$ cat src/rtl/pfd_pkg.sv
package pfd_pkg;

  // One bit per compared input: reference and feedback.
  typedef struct packed {
    logic ref_f;
    logic fb_f;
  } pfd_pair_t;

  // The two charge-pump drive enables.
  typedef struct packed {
    logic src;
    logic snk;
  } pump_t;

  // Map the error pair onto the pump enables, honouring the polarity swap.
  function automatic pump_t steer(input pfd_pair_t err, input logic swap);
    pump_t p;
    if (swap) begin
      p.src = err.fb_f;
      p.snk = err.ref_f;
    end else begin
      p.src = err.ref_f;
      p.snk = err.fb_f;
    end
    return p;
  endfunction

endpackage

$ cat src/rtl/pfd_edge_det.sv
module pfd_edge_det #(
  parameter int WIDTH       = 2,
  parameter int SYNC_STAGES = 0
) (
  input  logic             clk,
  input  logic             rst,
  input  logic [WIDTH-1:0] din,
  output logic [WIDTH-1:0] rise
);

  for (genvar g = 0; g < WIDTH; g++) begin : g_lane
    logic sampled;
    logic prev_q;

    if (SYNC_STAGES == 0) begin : g_direct
      assign sampled = din[g];
    end else begin : g_sync
      logic [SYNC_STAGES-1:0] chain_q;
      always_ff @(posedge clk) begin
        if (rst) begin
          chain_q <= '0;
        end else begin
          chain_q[0] <= din[g];
          for (int i = 1; i < SYNC_STAGES; i++) begin
            chain_q[i] <= chain_q[i-1];
          end
        end
      end
      assign sampled = chain_q[SYNC_STAGES-1];
    end

    always_ff @(posedge clk) begin
      if (rst) prev_q <= 1'b0;
      else     prev_q <= sampled;
    end

    // Only a low-to-high step counts; a held level is not an edge.
    assign rise[g] = sampled & ~prev_q;
  end

endmodule

$ cat src/rtl/pfd_flag_core.sv
module pfd_flag_core
  import pfd_pkg::*;
(
  input  logic      clk,
  input  logic      rst,
  input  pfd_pair_t edge_in,
  input  logic      pol_swap,
  output pfd_pair_t flags_q,
  output pump_t     pump_q
);

  pfd_pair_t flags_nxt;
  logic      both_set;

  always_comb begin
    both_set = flags_q.ref_f & flags_q.fb_f;
    if (both_set) begin
      // Coincidence: clear both and keep only edges arriving right now.
      flags_nxt = edge_in;
    end else begin
      // A flag holds until the other side catches up (frequency discrimination).
      flags_nxt.ref_f = flags_q.ref_f | edge_in.ref_f;
      flags_nxt.fb_f  = flags_q.fb_f  | edge_in.fb_f;
    end
  end

  always_ff @(posedge clk) begin
    if (rst) begin
      flags_q <= '0;
      pump_q  <= '0;
    end else begin
      flags_q <= flags_nxt;
      pump_q  <= steer(flags_nxt, pol_swap);
    end
  end

endmodule

$ cat src/rtl/pfd_lock_det.sv
module pfd_lock_det
  import pfd_pkg::*;
#(
  parameter int LOCK_PERIODS = 8
) (
  input  logic      clk,
  input  logic      rst,
  input  pfd_pair_t flags_q,
  input  logic      ref_edge,
  output logic      lock_q
);

  localparam int CW = (LOCK_PERIODS > 2) ? $clog2(LOCK_PERIODS) : 1;
  localparam logic [CW-1:0] LAST = CW'(LOCK_PERIODS - 1);

  logic [CW-1:0] period_cnt;
  logic          single_now;
  logic          single_q;
  logic          long_err;

  // Exactly one side flagged: an error pulse is in progress.
  assign single_now = flags_q.ref_f ^ flags_q.fb_f;
  assign long_err   = single_now & single_q;

  always_ff @(posedge clk) begin
    if (rst) begin
      single_q   <= 1'b0;
      period_cnt <= '0;
      lock_q     <= 1'b0;
    end else begin
      single_q <= single_now;
      if (long_err) begin
        period_cnt <= '0;
        lock_q     <= 1'b0;
      end else if (ref_edge) begin
        if (period_cnt == LAST) lock_q <= 1'b1;
        else                    period_cnt <= period_cnt + 1'b1;
      end
    end
  end

endmodule

$ cat src/rtl/phase_freq_detector.sv
module phase_freq_detector
  import pfd_pkg::*;
#(
  parameter int LOCK_PERIODS = 8,
  parameter int SYNC_STAGES  = 0
) (
  input  logic clk,
  input  logic rst,
  input  logic ref_pulse_in,
  input  logic fb_pulse_in,
  input  logic pol_swap,
  output logic ref_lead,
  output logic fb_lead,
  output logic pump_src_en,
  output logic pump_snk_en,
  output logic lock_flag
);

  localparam int NUM_IN = 2;

  logic [NUM_IN-1:0] rise_vec;
  pfd_pair_t         edge_pair;
  pfd_pair_t         flags;
  pump_t             pump;

  pfd_edge_det #(
    .WIDTH       (NUM_IN),
    .SYNC_STAGES (SYNC_STAGES)
  ) u_edge (
    .clk  (clk),
    .rst  (rst),
    .din  ({fb_pulse_in, ref_pulse_in}),
    .rise (rise_vec)
  );

  assign edge_pair.ref_f = rise_vec[0];
  assign edge_pair.fb_f  = rise_vec[1];

  pfd_flag_core u_core (
    .clk      (clk),
    .rst      (rst),
    .edge_in  (edge_pair),
    .pol_swap (pol_swap),
    .flags_q  (flags),
    .pump_q   (pump)
  );

  pfd_lock_det #(
    .LOCK_PERIODS (LOCK_PERIODS)
  ) u_lock (
    .clk      (clk),
    .rst      (rst),
    .flags_q  (flags),
    .ref_edge (edge_pair.ref_f),
    .lock_q   (lock_flag)
  );

  assign ref_lead    = flags.ref_f;
  assign fb_lead     = flags.fb_f;
  assign pump_src_en = pump.src;
  assign pump_snk_en = pump.snk;

endmodule

$ cat config.mk
export PLATFORM = sky130hd
export DESIGN_NAME = phase_freq_detector
export DESIGN_NICKNAME = d
export VERILOG_FILES = /design/src/rtl/pfd_pkg.sv /design/src/rtl/pfd_edge_det.sv /design/src/rtl/pfd_flag_core.sv /design/src/rtl/pfd_lock_det.sv /design/src/rtl/phase_freq_detector.sv
export SDC_FILE = /design/constraint.sdc
export NUM_CORES = 1
export LEC_CHECK = 0
export BUFFER_PORTS_ARGS = -buffer_cell sky130_fd_sc_hd__buf_4
export CORE_AREA = 2 2 39 41
export CTS_BUF_LIST = sky130_fd_sc_hd__clkbuf_4
export DETAILED_ROUTE_END_ITERATION = 6
export DIE_AREA = 0 0 41 43
export PLACE_DENSITY_LB_ADDON = 0.08
export RECOVER_POWER = 100
export SYNTH_ARGS = -nofsm -noshare
export SYNTH_HDL_FRONTEND = slang
export SYNTH_SLANG_ARGS = --single-unit
$ cat constraint.sdc
create_clock -name clk -period 1.55 [get_ports clk]
set_input_delay 0 -clock clk [delete_from_list [all_inputs] [get_ports clk]]
set_output_delay 0 -clock clk [all_outputs]
set_load 0.02 [all_outputs]
After elaboration in Yosys (flattened, before gate mapping)
Cells that the tools add are included.
Storage, ports and cells
  bits in registers: 11
  input port bits: 5
  output and inout bits: 5
Operators by class
  $add $sub $neg: 1
  equal/unequal tests: 1
  multiplexer cells: 2
  bitwise operators: 10
  reductions and logical operators: 3
Operators by type and width (number)
  AND 1 bit: 4
  2-to-1 mux 2 bit: 2
  AND reduction 2 bit: 2
  adder 3 x 1 -> 3 bit, second input constant: 1
  equality test 3 bit, second input constant: 1
  NOT 1 bit: 3
  OR 1 bit: 2
  OR reduction 2 bit: 1
  XOR 1 bit: 1

Depth between registers and ports, before layout
  depth after elaboration: 5
  mapped depth: 5
  mapped depth without buffers: 5

Hierarchy
A second synthesis with hierarchy kept.
Second synthesis, totals
  cell total of the unflattened synthesis: 40
  area total of the unflattened synthesis: 426.7 sq um
Modules (own cells, without submodules)
  pfd_lock_det: times used 1, cells each 20, area each 215.2 sq um, sequential area each 100.1 sq um
  pfd_flag_core: times used 1, cells each 14, area each 141.4 sq um, sequential area each 80.1 sq um
  pfd_edge_det: times used 1, cells each 6, area each 70.1 sq um, sequential area each 40.0 sq um

Worst setup path after synthesis
No wires, ideal clock.
  kind: flip-flop to flip-flop
  from: reg u_lock.period_cnt[0]
  to: reg u_lock.period_cnt[1]
  arrival time: 1.205 ns
  data required time: 1.435 ns
  path slack: 0.230 ns
  cell stages (with the launch flop): 6
  path buffers: 0
  cells stage by stage: dfxtp_1 -> ha_1 -> ha_1 -> nor3b_4 -> mux2i_1 -> nor2_1
Between the ends
  cells in the longest elaborated chain, start to end: 3
Ends and longest elaborated chain
  start: declaration: line pfd_lock_det.sv:16  | logic [CW-1:0] period_cnt;
  start signal: assignment: line pfd_lock_det.sv:37  | else period_cnt <= period_cnt + 1'b1;
  parallel branches: the longest is 3 deep, another holds adder 3 x 1 -> 3 bit
Several ways; the timed one is not identified.
A chain may end at the register's enable or synchronous reset.

Worst setup path in the final report
  from: reg u_lock.period_cnt[0]
  to: reg u_lock.period_cnt[2]
Same word-level chain as after synthesis.

==> summary.txt <==
Outcome
  • Status: completed

GRT
  • Remaining Overflow, GRT: 0
  • Initial antenna violation count: 0
  • First-pass GRT wire length: 1.26 mm
  • Vias in the first global route: 322
  • Largest net degree at the start of global routing: 9
  • Overall Global Routing Usage: 0.110

Power
  • LEAKAGE: 0.242 nW
  • Clock power frac: 0.340
  • Comb pwr share: 0.138
  • Sequential share of power: 0.523
  • Worst VDD drop: 0.407 mV
  • P_int: 0.459 mW
  • Psw: 0.140 mW
  • Cell Pwr Density: 1070 nW/um^2
  • Net Sw Frac: 0.234

Clocking
  • Setup repair bufs after CTS: 0
  • Total CTS buffers: 3
  • H-tree depth: 1
  • Hold_buf cts: 4
  • CTS root buf: clkbuf_4
  • CTS tree: built
  • # clock sinks: 11
  • Clk buf depth: 2
  • Post-cts resize count: 0
  • Clock slew seen by the registers of the worst setup and hold paths: 60 ps
  • Clk_lat worst skew: 260 ps

Yosys
  • Post-synthesis compound-gate area fraction: 0.119
  • Area share of and/or/nand/nor cells after synthesis: 0.191
  • Mapped Area: 432 um^2
  • Seq/Total Area, Yosys: 0.510
  • Post-synthesis mux area share: 0.0464
  • XOR/XNOR Fraction of Synth Area: 0.0203
  • Post-Synth Adder-Cell Area: 0.0870
  • Synth area leader: dfxtp_1
  • Top cells by area, synth: dfxtp_1 (51%), ha_1 (8.7%), mux2i_1 (4.6%)
  • Distinct cells, synth: 18
  • Largest family of logic cells by synthesized area: simple AND/OR/NAND/NOR gates
  • Average cell area after synthesis: 10.8 um^2
  • Synthesis-stage register bit count: 11
  • Synth warn: 0
  • Post-synthesis cell count: 40
  • Post-Syn Nets: 48
  • Share of the synthesized area in the top cell type: 0.510

Detailed routing
  • Vias/cell: 4.37
  • Vias post-DR: 319
  • Post-DR wirelength/cell: 10.5 um
  • Initial DRC count: 1
  • Routed Antenna Nets: 0
  • Drt first pass iters: 2
  • # DRC: 0
  • Drt total wl: 763 um

STA
  • Final hold violation count: 0
  • Slew at the pin with the worst max-slew slack: 286 ps
  • TNS Setup: 0 ps
  • RSZ-0062 raised after global routing: false
  • Period minus WS final: 1400 ps
  • Max Freq: 0.713 GHz
  • Worst slew margin: 0.809
  • Final setup violation count: 0
  • Final Max Slew Viols: 0
  • Skew final: 0.272 ps
  • Post-route clock period utilization: 0.905

Die
  • Starting Density: 0.312
  • Die ar.: 1760 um^2
  • Chip Height: 43 um
  • Die span in x: 41 um
  • Rows: 14
  • IO Pins: 10
  • Core Area: 1380 um^2

Finish
  • # diodes: 0
  • Layout cells sized above 1: 0.140
  • Synthesis-to-finish area growth: 29.6%
  • # nets final: 66
  • Post-Layout Inst Area: 559 um^2
  • Multi-input logic area: 196 um^2
  • Fill cells: 147
  • FF+latch area: 220 um^2

Placed design
  • IO buf count: 9
  • Final HPWL DP: 623 um
  • Gp weighted congestion: 0.629
  • DP Area: 519 um^2

Critical path
  • Setup crit end kind: flop
  • Worst setup SP type: flop
  • Worst Setup Path Type: reg -> reg
  • Data arrival, critical path: 1560 ps
  • Critical Path RT: 1700 ps
  • Critical Path Fanout Max: 3

Min path
  • Hold Crit Class: reg -> reg

Flow run
  • Max Cap Viol: 0
-- cells by family after synthesis --
family	after synthesis
multiplexers	2
buffers and inverters	3
AND/OR/NAND/NOR	13
AO/OA/AOI/OAI	7
adder cells (fa/ha/maj)	3
XOR/XNOR	1
flip-flops	11
-- path summary, 6_finish.rpt --
path                   startpoint  slack, ps  cells after the start              endpoint
max reg2reg  u_lock.period_cnt[0]        150                      5  u_lock.period_cnt[2]
min                 u_lock.lock_q        500                      2         u_lock.lock_q
max          u_lock.period_cnt[0]        150                      5  u_lock.period_cnt[2]
min reg2reg         u_lock.lock_q        500                      2         u_lock.lock_q
-- per-layer routing --
metal / part of all wire / global-route usage / vias up
li1: - / - / 168
met1: 0.42 / 0.115 / 142
met2: 0.51 / 0.175 / 9
met3: 0.076 / 0.0471 / 0
met4: 0 / 0.0600 / 0
met5: 0 / 0 / -
-- stage by stage --
step	hold WS (ps)	setup slack, ps	cells	utilization	total power [mW]
after floorplan	68.8	230	40	-	0.371
after global placement	222	203	65	0.375	0.402
after detailed placement	228	136	65	0.375	0.407
after CTS	504	127	73	0.426	0.618
after global routing	513	28.0	73	0.404	0.644
final	505	147	73	0.404	0.600
-- cell usage in the layout, fill, tap and decap left out, types with 2 or more instances in the layout --
cell / count
a21oi_1: 2
buf_4: 2
clkbuf_1: 7
clkbuf_4: 4
dfxtp_1: 11
dlygate4sd3_1: 4
ha_1: 3
inv_1: 3
mux2i_1: 2
nand2b_1: 2
nor2_1: 5
nor2b_1: 3
-- power groups by stage --
stage          clock [mW]  combinational [mW]  sequential [mW]
2_1_floorplan           0              0.0417            0.329
3_3_place_gp            0              0.0837            0.318
3_5_place_dp            0              0.0867            0.320
4_1_cts             0.210              0.0952            0.314
5_1_grt             0.237              0.0918            0.315
6_report            0.204              0.0827            0.313
-- worst max-delay path, stage by stage (launching register included) --
cell and delay (ps):
dfxtp_1 330, ha_1 200, ha_1 220, nor3b_4 280, mux2i_1 220, nor2_1 60
-- flip-flops by register name, indices dropped and copies added, names as in the netlist --
register              cells
u_lock.period_cnt         3
u_core.flags_q            2
u_edge.g_lane.prev_q      2
u_lock.lock_q             1
u_lock.single_q           1
u_core.pump_q             2
-- cell type report --
cell class,instances,area share
inverters,3,0.0201
repair buffers,13,0.145
well taps,16,0.0358
multi-input cells,26,0.351
clock buffers,4,0.0537
flip-flops and latches,11,0.394
-- synth_stat cells --
cell type,count
dfxtp_1,11
nor2_1,5
ha_1,3
inv_1,3
nor2b_1,3
mux2i_1,2
nand2b_1,2
a21o_1,1
a21oi_1,1
a21oi_2,1
a22oi_1,1
a31oi_1,1
nor3b_4,1
o21bai_1,1
o2bb2ai_1,1
or2_2,1
or2b_1,1
xnor2_1,1
(Power assumes the default switching activity.)
